--- config.mk ---
export PLATFORM = sky130hd
export DESIGN_NAME = instr_queue_tracker
export DESIGN_NICKNAME = d
export VERILOG_FILES = /design/src/rtl/qt_pkg.sv /design/src/rtl/qt_fetch_snoop.sv /design/src/rtl/qt_status_decode.sv /design/src/rtl/qt_shadow_fifo.sv /design/src/rtl/qt_out_stage.sv /design/src/rtl/instr_queue_tracker.sv
export SDC_FILE = /design/constraint.sdc
export NUM_CORES = 1
export LEC_CHECK = 0
export CAP_MARGIN = 40
export CORE_UTILIZATION = 60
export DETAILED_ROUTE_END_ITERATION = 16
export DONT_BUFFER_PORTS = 1
export GPL_TIMING_DRIVEN = 0
export HOLD_SLACK_MARGIN = 0.1
export MAX_ROUTING_LAYER = met4
export PLACE_DENSITY = 0.76
export SYNTH_ARGS = -nofsm -noshare
export SYNTH_HDL_FRONTEND = slang
export SYNTH_SLANG_ARGS = --single-unit
--- constraint.sdc ---
create_clock -name clk -period 6.45 [get_ports clk]
set_input_delay 1.29 -clock clk [delete_from_list [all_inputs] [get_ports clk]]
set_output_delay 1.29 -clock clk [all_outputs]
set_load 0.05 [all_outputs]
--- src/rtl/qt_pkg.sv ---
package qt_pkg;

  typedef enum logic [1:0] {
    QS_IDLE  = 2'b00,
    QS_FIRST = 2'b01,
    QS_FLUSH = 2'b10,
    QS_LATER = 2'b11
  } qs_code_e;

  typedef struct packed {
    logic take;
    logic first;
    logic flush;
  } qs_action_t;

endpackage

--- src/rtl/qt_fetch_snoop.sv ---
module qt_fetch_snoop #(
  parameter int DATA_W = 8
) (
  input  logic              clk,
  input  logic              rst_n,
  input  logic              fetch_start,
  input  logic              fetch_end,
  input  logic [DATA_W-1:0] fetch_data,
  input  logic              flush,
  output logic              push,
  output logic [DATA_W-1:0] push_data
);

  logic open_q;
  logic open_d;

  always_comb begin
    if (flush) begin
      open_d = fetch_start;
    end else begin
      open_d = fetch_start | (open_q & ~fetch_end);
    end
  end

  always_ff @(posedge clk) begin
    if (!rst_n) begin
      open_q <= 1'b0;
    end else begin
      open_q <= open_d;
    end
  end

  assign push      = fetch_end & open_q & ~flush;
  assign push_data = fetch_data;

  AST_FLUSH_DROPS_FETCH: assert property (@(posedge clk) disable iff (!rst_n)
    (flush && !fetch_start) |=> !push);

endmodule

--- src/rtl/qt_status_decode.sv ---
module qt_status_decode
  import qt_pkg::*;
(
  input  logic [1:0] q_status,
  output qs_action_t act
);

  qs_code_e code;

  always_comb begin
    code      = qs_code_e'(q_status);
    act.take  = 1'b0;
    act.first = 1'b0;
    act.flush = 1'b0;
    unique case (code)
      QS_IDLE:  ;
      QS_FIRST: begin act.take = 1'b1; act.first = 1'b1; end
      QS_FLUSH: act.flush = 1'b1;
      QS_LATER: act.take = 1'b1;
      default:  ;
    endcase
  end

endmodule

--- src/rtl/qt_shadow_fifo.sv ---
module qt_shadow_fifo #(
  parameter int DATA_W = 8,
  parameter int DEPTH  = 6,
  localparam int PTR_W = (DEPTH > 1) ? $clog2(DEPTH) : 1,
  localparam int LVL_W = $clog2(DEPTH + 1)
) (
  input  logic              clk,
  input  logic              rst_n,
  input  logic              push,
  input  logic [DATA_W-1:0] push_data,
  input  logic              take,
  input  logic              flush,
  output logic              take_ok,
  output logic [DATA_W-1:0] head_data,
  output logic [LVL_W-1:0]  level,
  output logic              err_underflow,
  output logic              err_overflow
);

  logic [DATA_W-1:0] slot_q [DEPTH];
  logic [PTR_W-1:0]  rd_ptr;
  logic [PTR_W-1:0]  wr_ptr;
  logic [LVL_W-1:0]  count;
  logic [LVL_W-1:0]  after_take;
  logic              push_ok;
  logic              empty;

  function automatic logic [PTR_W-1:0] bump(input logic [PTR_W-1:0] p);
    if (p == PTR_W'(DEPTH - 1)) return '0;
    return p + PTR_W'(1);
  endfunction

  assign empty      = (count == '0);
  assign take_ok    = take & ~empty & ~flush;
  assign after_take = count - LVL_W'(take_ok);
  assign push_ok    = push & ~flush & (after_take < LVL_W'(DEPTH));
  assign head_data  = slot_q[rd_ptr];
  assign level      = count;

  for (genvar i = 0; i < DEPTH; i++) begin : g_slot
    always_ff @(posedge clk) begin
      if (!rst_n) begin
        slot_q[i] <= '0;
      end else if (push_ok && wr_ptr == PTR_W'(i)) begin
        slot_q[i] <= push_data;
      end
    end
  end

  always_ff @(posedge clk) begin
    if (!rst_n) begin
      rd_ptr        <= '0;
      wr_ptr        <= '0;
      count         <= '0;
      err_underflow <= 1'b0;
      err_overflow  <= 1'b0;
    end else if (flush) begin
      rd_ptr <= '0;
      wr_ptr <= '0;
      count  <= '0;
    end else begin
      if (take_ok) rd_ptr <= bump(rd_ptr);
      if (push_ok) wr_ptr <= bump(wr_ptr);
      count <= after_take + LVL_W'(push_ok);
      if (take && empty) err_underflow <= 1'b1;
      if (push && !push_ok) err_overflow <= 1'b1;
    end
  end

  AST_LEVEL_BOUND: assert property (@(posedge clk) disable iff (!rst_n)
    level <= LVL_W'(DEPTH));
  AST_FLUSH_EMPTY: assert property (@(posedge clk) disable iff (!rst_n)
    flush |=> (level == '0));
  AST_EMPTY_TAKE_FLAGS: assert property (@(posedge clk) disable iff (!rst_n)
    (take && empty) |=> err_underflow);
  AST_UNDERFLOW_STICKY: assert property (@(posedge clk) disable iff (!rst_n)
    err_underflow |=> err_underflow);
  AST_OVERFLOW_STICKY: assert property (@(posedge clk) disable iff (!rst_n)
    err_overflow |=> err_overflow);

endmodule

--- src/rtl/qt_out_stage.sv ---
module qt_out_stage #(
  parameter int DATA_W = 8
) (
  input  logic              clk,
  input  logic              rst_n,
  input  logic              load,
  input  logic [DATA_W-1:0] load_data,
  input  logic              load_first,
  input  logic              ready,
  output logic              valid,
  output logic [DATA_W-1:0] data,
  output logic              first,
  output logic              err_overrun
);

  always_ff @(posedge clk) begin
    if (!rst_n) begin
      valid       <= 1'b0;
      data        <= '0;
      first       <= 1'b0;
      err_overrun <= 1'b0;
    end else if (load) begin
      valid <= 1'b1;
      data  <= load_data;
      first <= load_first;
      if (valid && !ready) err_overrun <= 1'b1;
    end else if (ready) begin
      valid <= 1'b0;
    end
  end

  AST_HOLD_UNTIL_READY: assert property (@(posedge clk) disable iff (!rst_n)
    (valid && !ready && !load) |=> (valid && $stable(data) && $stable(first)));
  AST_OVERRUN_STICKY: assert property (@(posedge clk) disable iff (!rst_n)
    err_overrun |=> err_overrun);

endmodule

--- src/rtl/instr_queue_tracker.sv ---
module instr_queue_tracker
  import qt_pkg::*;
#(
  parameter int DATA_W = 8,
  parameter int DEPTH  = 6,
  localparam int LVL_W = $clog2(DEPTH + 1)
) (
  input  logic              clk,
  input  logic              rst_n,
  input  logic              fetch_start,
  input  logic              fetch_end,
  input  logic [DATA_W-1:0] fetch_data,
  input  logic [1:0]        q_status,
  output logic              byte_valid,
  input  logic              byte_ready,
  output logic [DATA_W-1:0] byte_data,
  output logic              byte_first,
  output logic [LVL_W-1:0]  q_level,
  output logic              err_underflow,
  output logic              err_overflow,
  output logic              err_overrun
);

  qs_action_t        act;
  logic              push;
  logic [DATA_W-1:0] push_data;
  logic              take_ok;
  logic [DATA_W-1:0] head_data;

  qt_status_decode u_decode (
    .q_status (q_status),
    .act      (act)
  );

  qt_fetch_snoop #(.DATA_W(DATA_W)) u_snoop (
    .clk         (clk),
    .rst_n       (rst_n),
    .fetch_start (fetch_start),
    .fetch_end   (fetch_end),
    .fetch_data  (fetch_data),
    .flush       (act.flush),
    .push        (push),
    .push_data   (push_data)
  );

  qt_shadow_fifo #(.DATA_W(DATA_W), .DEPTH(DEPTH)) u_fifo (
    .clk           (clk),
    .rst_n         (rst_n),
    .push          (push),
    .push_data     (push_data),
    .take          (act.take),
    .flush         (act.flush),
    .take_ok       (take_ok),
    .head_data     (head_data),
    .level         (q_level),
    .err_underflow (err_underflow),
    .err_overflow  (err_overflow)
  );

  qt_out_stage #(.DATA_W(DATA_W)) u_out (
    .clk         (clk),
    .rst_n       (rst_n),
    .load        (take_ok),
    .load_data   (head_data),
    .load_first  (act.first),
    .ready       (byte_ready),
    .valid       (byte_valid),
    .data        (byte_data),
    .first       (byte_first),
    .err_overrun (err_overrun)
  );

  AST_IDLE_HOLDS_LEVEL: assert property (@(posedge clk) disable iff (!rst_n)
    (q_status == 2'b00 && !fetch_end) |=> $stable(q_level));
  AST_FIRST_TAG: assert property (@(posedge clk) disable iff (!rst_n)
    (q_status == 2'b01 && q_level != '0) |=> (byte_valid && byte_first));
  AST_LATER_TAG: assert property (@(posedge clk) disable iff (!rst_n)
    (q_status == 2'b11 && q_level != '0) |=> (byte_valid && !byte_first));

endmodule

==> run metrics <==
outcome=completed; RSZ-0062 raised after global routing=no; Post-Syn Area=3240 sq um; effective utilization at floorplan=63.0%; post-synthesis instance total=270; Post-synth EDFFs=48; Worst Tran Pin Value=876 ps; max cap viols=0; Nets=306; Clk Latency, worst-skew pair=350 ps; WL per Instance=18.7 um; PostCTS Resize Cnt=0; fin. max-slew vios=0; clock-pin transition on the worst setup and hold timing paths=70 ps; DR vias=2194; combinational power share=12.9%; post-synthesis register bit count=71; Post-Layout Inst Area=3560 sq um; fin cells=361; total gr overflow=0; Seq/Total Area, Yosys=58.8%; Antenna diodes=0; Switching Power=0.314 mW; global-route wire length before repair=10.4 mm; largest net degree at the start of global routing=13; vias in the first global route=2029; Clock Sinks=71; fin worst setup slack=2960 ps; Flop pwr share=54.8%; Total Power=1.05 mW; PD cells=296 nW/um^2; FF-to-FF path depth=9; top cells by count, synth=edfxtp_1, nor3_1, mux2i_1; Min-Delay Path Class=flop to flop; Pre-antenna DRT Iters=5; CP startpoint kind=input pin; Vias/cell=6.08; std cell rows=26; Worst IR Drop VDD=0.000163 V; CTS tree=yes; Yosys cell types=44; Worst Skew=7.33 ps; Switching Share=29.8%; crit path DAT=3550 ps; Post-CTS Setup Inserts=0; Max Fclk=286 MHz; I/O pins=31; share of cells above drive strength 1=11.7%; post-route ant nets=0; Core Area=5140 sq um; Die ar.=5690 sq um; Syn. warnings=0; Cell Int Power=0.740 mW; Worst Path Max Fanout=10; Leakage=1.26 nW; Clk pwr share=32.3%; die height=75.4 um; Area after DPL=3360 sq um; fraction of registers with async set/reset=0%; WL final=6.77 mm; fin crit period=3490 ps; ratio of final minimum period to clock period=54.2%; Final setup viols=0; Req. time, crit path=6500 ps; predominant post-synthesis flop cell=edfxtp_1; hold path cells=2; CTS Buffer Depth=2; H-tree level count=3; routability congestion estimate=0.827; clock root buffer=clkbuf_8; drt drc=0; setup TNS=0 ps; post-synth top area cell=edfxtp_1; DRT iter0 DRCs=174; top cells by area, synth=edfxtp_1, dfxtp_1, mux2i_1; chip width=75.4 um; IO buf count=0; CP Capture Type=flop; syn nets=290; CTS buffer count=9; worst rel slew slack=41.0%; Place WS=2670 ps; share of the synthesized area in the top cell type=44.5%; detailed placement HPWL=4.73 mm; initial antenna violation count=0; most frequent cell after synthesis=edfxtp_1; syn avg cell area=12.0 sq um; Final Hold Fails=0; Setup Crit Path Kind=input pin to flop; Placed Cells=344; area growth from synthesis to layout=9.94%; Tot GR Track Use=26.8%; hold_buf cts=0
state kept, by name, indices dropped and copies added, names as in the netlist:
signal and count:
u_fifo.err_underflow 1, u_out.err_overrun 1, u_fifo.rd_ptr 3, u_fifo.level 3
u_snoop.open_q 1, u_fifo.slot_q 48, u_fifo.err_overflow 1, u_fifo.wr_ptr 3
u_out.valid 1, u_out.data 8, u_out.first 1
power groups by stage:
| stage | Combinational [mW] | Clock (mW) | Sequential [mW] |
|---|---|---|---|
| 3_3_place_gp | 0.129 | 0 | 0.587 |
| 4_1_cts | 0.135 | 0.344 | 0.578 |
| 3_5_place_dp | 0.133 | 0 | 0.588 |
| 5_1_grt | 0.150 | 0.359 | 0.582 |
| 2_1_floorplan | 0.102 | 0 | 0.583 |
| 6_report | 0.136 | 0.341 | 0.578 |
per-layer routing:
| layer | vias up | GRT usage [%] | share of wire (%) |
|---|---|---|---|
| li1 | 1056 | - | - |
| met4 | 0 | 13.6 | 2.0 |
| met2 | 78 | 37.2 | 46 |
| met3 | 14 | 5.69 | 6.4 |
| met1 | 1046 | 37.4 | 46 |
| met5 | - | - | 0 |
cell families after synthesis:
group | share of synthesized area [%]
adder cells (fa/ha/maj) | 1.93
AND/OR/NAND/NOR | 13.8
AO/OA/AOI/OAI | 11.3
buffers and inverters | 4.87
XOR/XNOR | 1.32
flip-flops | 58.8
multiplexers | 8.04
stage by stage:
step / hold slack (ps) / utilization, %
floorplan: 496 / -
global placement: 515 / 64.7
detailed placement: 515 / 65.4
CTS: 536 / 69.1
global route: 588 / 69.2
finish: 537 / 69.2
critical path: stages:
cell	delay, ps
o31ai_1	60
inv_1	170
ha_1	220
ha_1	230
xnor2_2	230
o211ai_2	180
buf_6	190
o21ai_0	690
buf_2	300
layout make-up:
cell class                      count  area, sq um
Timing Repair Buffer                5         30.0
Fill cell                         396         1580
Clock buffer                       10          128
Clock inverter                      6         61.3
Multi-Input combinational cell    165         1190
Tap cell                           70         87.6
Sequential cell                    71         1900
Buffer                             15         86.3
Inverter                           19         71.3
path summary, 6_finish.rpt:
| kind | start | end | slack, ps |
|---|---|---|---|
| max reg2reg | u_fifo.level[2] | u_fifo.slot_q[3][6] | 3040 |
| min | u_snoop.open_q | u_snoop.open_q | 540 |
| max | q_status[0] | u_fifo.slot_q[3][6] | 2960 |
| min reg2reg | u_snoop.open_q | u_snoop.open_q | 540 |
placed cells by master, fill, tap and decap left out, types with 8 or more instances in the layout:
cell type  count
edfxtp_1      48
clkbuf_8       9
dfxtp_1       23
inv_1         18
a22oi_1        8
and3_1        10
mux2i_1       26
nor3_1        41
a21boi_0       9
clkbuf_1       8
nand2_1        8
a32o_1         8
Note: power is estimated with default switching activity, not from simulation.
